$ cat config.mk
export PLATFORM = sky130hd
export DESIGN_NAME = spi_lane_engine
export DESIGN_NICKNAME = d
export VERILOG_FILES = /design/src/rtl/spi_eng_pkg.sv /design/src/rtl/spi_tick_gen.sv /design/src/rtl/spi_shifter.sv /design/src/rtl/spi_lane_engine.sv
export SDC_FILE = /design/constraint.sdc
export NUM_CORES = 1
export LEC_CHECK = 0
export BUFFER_PORTS_ARGS = -buffer_cell sky130_fd_sc_hd__buf_2
export CAP_MARGIN = 20
export CORE_MARGIN = 10
export CORE_UTILIZATION = 48
export CTS_CLUSTER_SIZE = 24
export DETAILED_ROUTE_END_ITERATION = 7
export PLACE_DENSITY = 0.78
export SLEW_MARGIN = 20
export SYNTH_ARGS = -nofsm -noshare
export SYNTH_HDL_FRONTEND = slang
export SYNTH_SLANG_ARGS = --single-unit
$ cat constraint.sdc
create_clock -name clk -period 2.55 [get_ports clk]
set_clock_uncertainty 0.2 [all_clocks]
set_input_delay 0 -clock clk [delete_from_list [all_inputs] [get_ports clk]]
set_output_delay 0 -clock clk [all_outputs]
set_load 0.005 [all_outputs]
$ cat src/rtl/spi_eng_pkg.sv
package spi_eng_pkg;

  typedef enum logic [2:0] {
    ST_IDLE,
    ST_SETUP,
    ST_XFER,
    ST_WEND,
    ST_HOLD
  } eng_state_t;

  // lane count for a lane mode code; code 3 falls back to one lane
  function automatic logic [2:0] lane_count(input logic [1:0] mode);
    case (mode)
      2'd1:    lane_count = 3'd2;
      2'd2:    lane_count = 3'd4;
      default: lane_count = 3'd1;
    endcase
  endfunction

  // log2 of the lane count
  function automatic logic [1:0] lane_shift(input logic [1:0] mode);
    case (mode)
      2'd1:    lane_shift = 2'd1;
      2'd2:    lane_shift = 2'd2;
      default: lane_shift = 2'd0;
    endcase
  endfunction

endpackage

$ cat src/rtl/spi_tick_gen.sv
module spi_tick_gen #(
  parameter int DIV_W = 3
) (
  input  logic             clk,
  input  logic             rst,
  input  logic             run,
  input  logic [DIV_W-1:0] div,
  output logic             tick
);
  localparam int CW = DIV_W + 1;

  logic [CW-1:0] cnt;

  // half period is (div+1)*2, so the terminal count is 2*div+1
  assign tick = run && (cnt == {div, 1'b1});

  always_ff @(posedge clk) begin
    if (rst || !run) cnt <= '0;
    else if (tick)   cnt <= '0;
    else             cnt <= cnt + 1'b1;
  end

  // half period is at least two clocks, so ticks never touch
  a_r4_tick_spaced: assert property (@(posedge clk) disable iff (rst)
    tick |=> !tick);

endmodule

$ cat src/rtl/spi_shifter.sv
module spi_shifter #(
  parameter int W     = 32,
  parameter int LANES = 4
) (
  input  logic             clk,
  input  logic             rst,
  input  logic             load,
  input  logic [W-1:0]     ld_word,
  input  logic             shift,
  input  logic             sample,
  input  logic [2:0]       nl,
  input  logic [LANES-1:0] lane_mask,
  input  logic             msb,
  input  logic [LANES-1:0] dq_in,
  output logic [LANES-1:0] dq_out,
  output logic [W-1:0]     rx_word
);
  logic [W-1:0]     sr;
  logic [W-1:0]     rx_q;
  logic [LANES-1:0] top_grp;
  logic [LANES-1:0] pick;
  logic [LANES-1:0] chunk;
  logic             single;

  assign single  = (nl == 3'd1);
  assign top_grp = sr[W-1 -: LANES] >> (LANES - int'(nl));
  assign pick    = msb ? top_grp : sr[LANES-1:0];
  assign chunk   = single ? LANES'(dq_in[1]) : (dq_in & lane_mask);

  for (genvar g = 0; g < LANES; g++) begin : g_lane
    localparam logic [2:0] LG = 3'(g);
    assign dq_out[g] = (nl > LG) ? pick[g] : 1'b0;
  end

  always_ff @(posedge clk) begin
    if (rst) begin
      sr   <= '0;
      rx_q <= '0;
    end else begin
      if (load)       sr <= ld_word;
      else if (shift) sr <= msb ? (sr << nl) : (sr >> nl);
      if (sample) begin
        if (msb) rx_q <= (rx_q << nl) | W'(chunk);
        else     rx_q <= (rx_q >> nl) | (W'(chunk) << (W - int'(nl)));
      end
    end
  end

  assign rx_word = rx_q;

  // a word is never loaded on the same cycle as a serial edge
  a_r2_load_apart: assert property (@(posedge clk) disable iff (rst)
    load |-> (!shift && !sample));

endmodule

$ cat src/rtl/spi_lane_engine.sv
module spi_lane_engine #(
  parameter int DATA_W = 32,
  parameter int DLY_W  = 4,
  parameter int DIV_W  = 3
) (
  input  logic              clk,
  input  logic              rst,
  input  logic              enable,
  input  logic [1:0]        lane_mode,
  input  logic              cpol,
  input  logic              cpha,
  input  logic              rd_mode,
  input  logic              msb_first,
  input  logic              ss_sw,
  input  logic              ss_level,
  input  logic [DLY_W-1:0]  ss_delay,
  input  logic [DIV_W-1:0]  clk_div,
  input  logic              tx_empty,
  input  logic [DATA_W-1:0] tx_data,
  output logic              tx_pop,
  input  logic              rx_full,
  output logic              rx_push,
  output logic [DATA_W-1:0] rx_data,
  output logic              sclk,
  output logic              ss_n,
  output logic [3:0]        dq_out,
  output logic [3:0]        dq_oe,
  input  logic [3:0]        dq_in,
  output logic              busy,
  output logic              done
);
  import spi_eng_pkg::*;

  localparam int LANES = 4;
  localparam int AW    = $clog2(2 * DATA_W);
  localparam int EW    = (AW > DLY_W + 1) ? AW : DLY_W + 1;

  eng_state_t       st;
  logic [EW-1:0]    e_cnt;
  logic [EW-1:0]    last_e;
  logic [2:0]       nl;
  logic [LANES-1:0] lane_mask;
  logic             sclk_q, ss_q, busy_q, done_q, busy_nxt;
  logic             tick, run, delay_met, tx_avail, stall;
  logic             xfer_tick, smp, shf;

  assign nl        = lane_count(lane_mode);
  assign lane_mask = LANES'((1 << nl) - 1);
  assign last_e    = EW'(((2 * DATA_W) >> lane_shift(lane_mode)) - 1);
  assign delay_met = (e_cnt == EW'({ss_delay, 1'b0}));
  assign tx_avail  = enable && !tx_empty;
  assign stall     = rd_mode && rx_full;

  assign run = (st == ST_XFER) ||
               (((st == ST_SETUP) || (st == ST_HOLD)) && !delay_met);

  assign xfer_tick = (st == ST_XFER) && tick;
  assign smp = xfer_tick && (e_cnt[0] == cpha);
  assign shf = xfer_tick && (e_cnt[0] != cpha) &&
               (e_cnt != '0) && (e_cnt != last_e);

  assign tx_pop  = ((st == ST_SETUP) && delay_met) ||
                   ((st == ST_WEND) && !stall && tx_avail);
  assign rx_push = (st == ST_WEND) && rd_mode && !rx_full;

  spi_tick_gen #(.DIV_W(DIV_W)) u_tick (
    .clk  (clk),
    .rst  (rst),
    .run  (run),
    .div  (clk_div),
    .tick (tick)
  );

  spi_shifter #(.W(DATA_W), .LANES(LANES)) u_shift (
    .clk       (clk),
    .rst       (rst),
    .load      (tx_pop),
    .ld_word   (tx_data),
    .shift     (shf),
    .sample    (smp),
    .nl        (nl),
    .lane_mask (lane_mask),
    .msb       (msb_first),
    .dq_in     (dq_in),
    .dq_out    (dq_out),
    .rx_word   (rx_data)
  );

  always_comb begin
    busy_nxt = busy_q;
    if ((st == ST_IDLE) && tx_avail)      busy_nxt = 1'b1;
    else if ((st == ST_HOLD) && delay_met) busy_nxt = 1'b0;
  end

  always_ff @(posedge clk) begin
    if (rst) begin
      st     <= ST_IDLE;
      e_cnt  <= '0;
      sclk_q <= cpol;
      ss_q   <= 1'b1;
      busy_q <= 1'b0;
      done_q <= 1'b0;
    end else begin
      done_q <= 1'b0;
      busy_q <= busy_nxt;
      ss_q   <= ss_sw ? ss_level : !busy_nxt;
      case (st)
        ST_IDLE: begin
          sclk_q <= cpol;
          if (tx_avail) begin
            st    <= ST_SETUP;
            e_cnt <= '0;
          end
        end
        ST_SETUP: begin
          if (delay_met) begin
            st    <= ST_XFER;
            e_cnt <= '0;
          end else if (tick) e_cnt <= e_cnt + 1'b1;
        end
        ST_XFER: begin
          if (tick) begin
            sclk_q <= ~sclk_q;
            if (e_cnt == last_e) begin
              st    <= ST_WEND;
              e_cnt <= '0;
            end else e_cnt <= e_cnt + 1'b1;
          end
        end
        ST_WEND: begin
          if (!stall) begin
            st    <= tx_avail ? ST_XFER : ST_HOLD;
            e_cnt <= '0;
          end
        end
        ST_HOLD: begin
          if (delay_met) begin
            st     <= ST_IDLE;
            done_q <= 1'b1;
          end else if (tick) e_cnt <= e_cnt + 1'b1;
        end
        default: st <= ST_IDLE;
      endcase
    end
  end

  assign sclk  = sclk_q;
  assign ss_n  = ss_q;
  assign busy  = busy_q;
  assign done  = done_q;
  assign dq_oe = ((st != ST_IDLE) && !(rd_mode && (nl != 3'd1))) ? lane_mask : '0;

  // completion is a single-cycle pulse
  a_r9_done_pulse: assert property (@(posedge clk) disable iff (rst)
    done |=> !done);

  // in automatic mode select is low exactly while busy
  a_r6_ss_follows_busy: assert property (@(posedge clk) disable iff (rst)
    !$past(ss_sw) |-> (ss_n == !busy));

  // the serial clock rests at the polarity level while idle
  a_r3_idle_level: assert property (@(posedge clk) disable iff (rst)
    (!busy && $stable(cpol)) |-> (sclk == cpol));

endmodule

==> metrics.md, run 1 <==
| Metric | Value |
|---|---|
| Run status | finished clean |
| End of the worst register-to-register path | e_cnt[4] |
| Area taken by flip-flops and latches | 1630 um^2 |
| Clock root buffer master | clkbuf_16 |
| Final count of negative-setup-slack endpoints | 0 |
| DRT Pass-1 Iters | 6 |
| Category of cells accounting for the largest share of critical-path delay | compound AO/OA/AOI/OAI gates |
| Worst-path clk slew | 70 ps |
| Share of the clock period used by the worst path | 96.2% |
| Post-detailed-placement cell area | 9030 um^2 |
| Start of the worst register-to-register path | u_tick.cnt[2] |
| H-Tree Depth | 3 |
| Mean instance size in the synthesized netlist | 7.73 um^2 |
| Pwr per Cell Area | 435 nW/um^2 |
| Top post-synthesis cells by count | 173 x nor2_1, 86 x mux2i_1, 84 x nand2_1 |
| Startpoint kind of the worst setup timing path | flop |
| Worst reg2reg setup slack | 100 ps |
| First-pass GRT wire length | 44.6 mm |
| Floorplan Core Area | 16800 um^2 |
| Fin Hold WS | 7.20 ps |
| Leading cell types by total area after synthesis | dfxtp_1 19%, mux2i_1 10%, nor2_1 7.8% |
| Vias in the first global route | 8300 |
| Overall die area | 22900 um^2 |
| Final worst-path setup slack | 96.6 ps |
| Net count of the finished layout | 1237 |
| Largest stage delay on the critical path | 440 ps |
| Count of nets left with antenna violations after detail routing | 0 |
| Peak supply drop | 0.375 mV |
| Total CTS buffers | 9 |
| Leakage component of the power | 0.00381 uW |
| # port buffers | 101 |
| Die height | 151 um |
| Post-DR vias/cell | 6.51 |
| Worst Hold Endpoint | u_shift.rx_word[31] |
| Worst slack at placement | 148 ps |
| Post-layout util | 58.3% |
| Layout cells sized above 1 | 22.1% |
| Routability congestion estimate from global placement | 0.970 |
| Relative slew slack | 51.4% |
| Dpl hpwl | 18.8 mm |
| Clock tree from TritonCTS | yes |
| Cell Chain, Critical Path | xnor2_1, and4_1, o221ai_1, a221oi_2, nor2_1, a221o_1 |
| Post-synth EDFFs | 1 |
| Clock latency on the worst-skew pair | 360 ps |
| Cells after Synth | 1070 |
| Most frequently used flop master after synthesis | dfxtp_1 |
| Synth Warn # | 0 |
| Hold Vio Cnt, Final | 0 |
| Register share of total power | 33.8% |
| Maximum clock path buffer count | 2 |
| Largest driver fanout on the critical path | 9 |
| Proportion of synthesized chip area in sequential cells | 19.7% |
| Hold path cells | 5 |
| Part of the power in the clock network | 33.5% |
| Iteration-0 DRC count of the detailed router | 1467 |
| Count of cells along the worst register-to-register path | 6 |
| Count of vias placed by the detailed router | 9110 |
| Internal power | 2760 uW |
| Total congestion overflow | 0 |
| Combined area of the multi-input logic cells | 5990 um^2 |
| Buffer and inverter count on the worst path | 0 |
| Class of the tightest hold or removal check | primary input to flop |
| Final standard cell area without fillers | 9760 um^2 |
| Largest net degree at the start of global routing | 120 |
| Layout overhead on the synthesized area | 18.0% |
| Critical hold path startpoint | lane_mode[0] |
| Worst slew pin tran | 730 ps |
| Detailed-route wire length per cell | 19.8 um |
| Overall global routing resource usage | 23.7% |
| Netlist area before placement | 8280 um^2 |
| Initial standard-cell utilization of the core | 49.4% |
| Clock period minus worst slack | 2450 ps |
| FMAX | 408 MHz |
| Number of library cell types mapped by synthesis | 75 |
| Total negative slack | 0 ps |
| Count of max-cap constraint violations | 0 |
| RSZ-0062 raised after global routing | false |
| Filler Cells Inserted | 1456 |
| Placement row count | 47 |
| Syn nets | 1133 |
| Remaining DRCs | 0 |
| Cell type with the largest total area after synthesis | dfxtp_1 |
| Number of register bits inferred by synthesis | 81 |
| Slew Viols, Final | 0 |
| Number of clock sinks | 81 |
| Wire length reported by the detailed router | 27.7 mm |
| Width of the die | 151 um |
| Antenna violations before repair | 1 |
| Critical path required time | 2600 ps |
| Most used standard cell by instance count after synthesis | nor2_1 |
| Critical path type | flop to flop |
| Data arrival, critical path | 2500 ps |
| Switching part of the total power | 35.0% |
| Net switching power figure | 1490 uW |
| I/O pin total | 102 |
| Type of element capturing the critical path | flop |
| Area share of the leading cell type in the synthesized netlist | 19.4% |
| Slowest-stage cell, CP | and4_1 |
| Comb power frac | 32.7% |
| Share of synthesized flip-flops with an asynchronous set or reset | 0% |
cell families after synthesis:
| group | count (synthesis) | share of synthesized area (%) |
|---|---|---|
| AO/OA/AOI/OAI | 292 | 25.8 |
| multiplexers | 138 | 20.5 |
| XOR/XNOR | 13 | 1.38 |
| adder cells (fa/ha/maj) | 7 | 1.06 |
| buffers and inverters | 124 | 8.35 |
| flip-flops | 81 | 19.7 |
| AND/OR/NAND/NOR | 415 | 23.3 |
registers in the layout, indices dropped and copies added (netlist names):
name / flops
ss_n: 1
u_shift.rx_word: 32
sclk: 1
u_shift.sr: 32
busy: 1
u_tick.cnt: 4
e_cnt: 6
done: 1
st: 3
cell type report:
cell class / count / share of cell area, %
flip-flops and latches: 81 / 16.7
repair buffers: 203 / 15.4
multi-input cells: 865 / 61.3
inverters: 14 / 0.564
clock buffers: 14 / 2.81
well taps: 220 / 2.82
diodes: 1 / 0.0256
clock inverters: 2 / 0.359
through the flow:
stage               cells  total power [uW]
global placement     1341              2730
finish               1400              4240
global route         1400              4430
detailed placement   1341              2750
CTS                  1399              4220
floorplan            1070              2390
how the worst max path moves through the flow:
stage | start | depth (start not counted) | slack [ps] | endpoint
2_1_floorplan | e_cnt[0] | 7 | 360 | u_shift.sr[0]
3_3_place_gp | lane_mode[1] | 11 | 140 | u_shift.rx_word[21]
3_5_place_dp | lane_mode[0] | 10 | 150 | u_shift.sr[12]
4_1_cts | u_tick.cnt[2] | 6 | 160 | e_cnt[4]
5_1_grt | u_tick.cnt[2] | 6 | 10 | e_cnt[4]
6_report | u_tick.cnt[2] | 6 | 100 | e_cnt[4]
routing by layer:
metal / part of all wire (%) / global-route usage (%) / wire [um] / vias to the layer above
met5: 0 / 0 / 0 / -
met4: 2.2 / 7.80 / 607 / 0
met3: 11 / 4.89 / 3060 / 65
met2: 44 / 35.7 / 12200 / 639
met1: 43 / 32.9 / 11900 / 4200
li1: - / - / - / 4206
power by group through the flow:
| stage | Sequential (uW) | Clock (uW) | Combinational (uW) |
|---|---|---|---|
| 2_1_floorplan | 1400 | 0 | 984 |
| 3_3_place_gp | 1450 | 0 | 1280 |
| 3_5_place_dp | 1450 | 0 | 1300 |
| 4_1_cts | 1430 | 1430 | 1360 |
| 5_1_grt | 1440 | 1480 | 1510 |
| 6_report | 1430 | 1420 | 1390 |
worst reg2reg max path, delay by kind of cell, from the launching register on:
kind	cells	cell delay (ps)
compound gates	3	980
xor+xnor	1	150
flops	1	390
simple gates	2	620
placed cells by master, fill, tap and decap left out, types with 20 or more instances in the layout:
master,n
mux2_2,30
nand2b_1,20
nand2_1,84
dlygate4sd3_1,42
buf_2,100
nor2_1,173
buf_4,51
a211oi_1,41
mux4_2,22
mux2i_1,86
o21ai_0,31
nand3_1,20
a21oi_1,68
o211ai_1,27
dfxtp_1,80
nor3_1,39
repair_timing:
item	in CTS	in global routing
setup endpoints to repair	0	0
hold endpoints to repair	43	0
resized for setup	0	0
hold buffers	42	0
buffers inserted	0	0
(Power assumes the default switching activity.)
==> run 2: changes to the inputs <==
--- a/config.mk
+++ b/config.mk
@@ -12,6 +12,7 @@
 export CTS_CLUSTER_SIZE = 24
 export DETAILED_ROUTE_END_ITERATION = 7
 export PLACE_DENSITY = 0.78
+export REMOVE_ABC_BUFFERS = 1
 export SLEW_MARGIN = 20
 export SYNTH_ARGS = -nofsm -noshare
 export SYNTH_HDL_FRONTEND = slang
==> run 2 against run 1 <==
First-iteration DRC count is 14% lower; routed wire length is 2.8% lower; via count is 1.8% lower; sequential share of layout area is 0.14 points higher; register-to-register slack better by 90 ps; clock-buffer cell count is 1 lower; critical path type unchanged; critical endpoint unchanged.
==> metrics.md, run 2 (synthesis gave the netlist of run 1 again) <==
| Metric | Value |
|---|---|
| Run status | finished clean |
| Pwr per Cell Area | 437 nW/um^2 (+0.55%) |
| Floorplan Core Area | 16800 um^2 (unchanged) |
| Wire length reported by the detailed router | 27.0 mm (-2.8%) |
| Leakage component of the power | 0.00374 uW (-1.9%) |
| Buffer and inverter count on the worst path | 0 (unchanged) |
| Maximum clock path buffer count | 2 (unchanged) |
| Worst slack at placement | 129 ps (-18.4 ps) |
| DRT Pass-1 Iters | 5 (-1) |
| Number of clock sinks | 81 (unchanged) |
| Most common cell after layout, fill and taps aside | nor2_1 |
| Clock tree from TritonCTS | yes |
| Relative slew slack | 56.9% (+5.6 points) |
| Routability congestion estimate from global placement | 0.946 (-2.4%) |
| Net count of the finished layout | 1220 (-1.4%) |
| Critical path required time | 2600 ps (about the same) |
| H-Tree Depth | 3 (unchanged) |
| Clock latency on the worst-skew pair | 350 ps (about the same) |
| Largest net degree at the start of global routing | 72 (-40%) |
| Detailed-route wire length per cell | 19.5 um (-1.5%) |
| Slowest-stage cell, CP | dfxtp_1 |
| Layout cells sized above 1 | 21.0% (-1.1 points) |
| Type of element capturing the critical path | flop |
| Total congestion overflow | 0 (unchanged) |
| Placement row count | 47 (unchanged) |
| Category of cells accounting for the largest share of critical-path delay | simple AND/OR/NAND/NOR gates |
| Width of the die | 151 um (unchanged) |
| Final standard cell area without fillers | 9690 um^2 (-0.77%) |
| Peak supply drop | 0.343 mV (-8.4%) |
| Critical path type | flop to flop |
| First-pass GRT wire length | 43.9 mm (-1.6%) |
| Overall die area | 22900 um^2 (unchanged) |
| Antenna violations before repair | 0 (-1) |
| Largest stage delay on the critical path | 500 ps (+60 ps) |
| Count of nets left with antenna violations after detail routing | 0 (unchanged) |
| Data arrival, critical path | 2410 ps (-90 ps) |
| Class of the tightest hold or removal check | primary input to primary output |
| Vias in the first global route | 8369 (+0.83%) |
| Commonest cells after routing, fill and taps aside | 173 x nor2_1, 100 x buf_2, 86 x mux2i_1 |
| Count of vias placed by the detailed router | 8946 (-1.8%) |
| Largest driver fanout on the critical path | 8 (-1) |
| Post-layout util | 57.8% (-0.45 points) |
| Dpl hpwl | 18.4 mm (-2.2%) |
| Slew Viols, Final | 0 (unchanged) |
| Post-detailed-placement cell area | 8930 um^2 (-1.2%) |
| Initial standard-cell utilization of the core | 49.4% (unchanged) |
| Final count of negative-setup-slack endpoints | 0 (unchanged) |
| Fin Hold WS | 44.8 ps (+37.6 ps) |
| FMAX | 424 MHz (+3.9%) |
| Post-DR vias/cell | 6.47 (-0.52%) |
| Die height | 151 um (unchanged) |
| Cell Chain, Critical Path | xor2_1, nor3_2, nand2_1, a221oi_2, nor2_1, a221o_1 |
| Worst slew pin tran | 646 ps (-83.8 ps) |
| Startpoint kind of the worst setup timing path | flop |
| I/O pin total | 102 (unchanged) |
| Filler Cells Inserted | 1543 (+6.0%) |
| Clock period minus worst slack | 2360 ps (-93.0 ps) |
| Post-CTS setup buffer count | 0 (unchanged) |
| Overall global routing resource usage | 23.2% (-0.50 points) |
| Share of the clock period used by the worst path | 92.6% (-3.6 points) |
| Antenna diode count | 0 (-1) |
| RSZ-0062 raised after global routing | false |
| Count of max-cap constraint violations | 0 (unchanged) |
| Hold Vio Cnt, Final | 0 (unchanged) |
| Clock root buffer master | clkbuf_16 |
| Worst-path clk slew | 70 ps (about the same) |
| # port buffers | 101 (unchanged) |
| Layout overhead on the synthesized area | 17.1% |
| Remaining DRCs | 0 (unchanged) |
| Final worst-path setup slack | 190 ps (+93.0 ps) |
| Iteration-0 DRC count of the detailed router | 1264 (-14%) |
| Total CTS buffers | 9 (unchanged) |
==> run 2: cell count changes in the layout (fill, tap and decap cells not counted) <==
cell	delta
buf_12	+3
buf_4	-22
clkbuf_16	+1
clkbuf_8	-2
clkinv_2	-1
clkinv_4	+1
clkinvlp_4	+1
dfxtp_1	-1
dfxtp_2	+1
diode_2	-1
dlygate4sd3_1	+2
or2_1	-1
or2_4	+1
==> run 2: worst paths after layout <==
kind                 start             to  slack [ps]  cells after the start
max               e_cnt[3]       e_cnt[4]         190                      6
min                rx_full        rx_push          40                      3
max reg2reg       e_cnt[3]       e_cnt[4]         190                      6
min reg2reg  u_tick.cnt[0]  u_tick.cnt[0]         280                      1
==> run 2: power by group <==
part | switching (uW) | leakage (uW) | internal, uW
Clock | 581 | 0.000151 | 849
Sequential | 99.4 | 0.000656 | 1330
Combinational | 787 | 0.00293 | 590
==> run 2: timing repair <==
action / in CTS / in global routing
hold endpoints to repair: 49 / 0
endpoints found under the setup margin: 0 / 4
resized for setup: 0 / 2
hold buffers: 44 / 0
==> run 2: stage by stage <==
step                instances  total power (uW)  TNS [ps]
global placement         1322              2730         0
detailed placement       1322              2740         0
CTS                      1382              4210         0
global route             1382              4410         0
floorplan                 960              2300   -271630
finish                   1382              4230         0
==> run 2: layout make-up <==
| class | instances | area (um^2) | area share, % |
|---|---|---|---|
| Sequential cell | 81 | 1630 | 16.9 |
| Clock inverter | 3 | 46.3 | 0.478 |
| Tap cell | 220 | 275 | 2.84 |
| Timing Repair Buffer | 186 | 1420 | 14.6 |
| Inverter | 14 | 55.1 | 0.568 |
| Multi-Input combinational cell | 865 | 5990 | 61.8 |
| Clock buffer | 13 | 272 | 2.80 |
==> run 2: worst min-delay path, stage by stage <==
cell,delay [ps]
buf_2,90
nor3b_1,40
buf_2,120
==> run 2: layer usage <==
layer	global-route usage [%]	wire (um)	vias to the layer above
met5	0	0	-
met2	36.5	12500	479
li1	-	-	4164
met4	8.85	773	0
met1	30.9	11200	4227
met3	4.06	2490	76
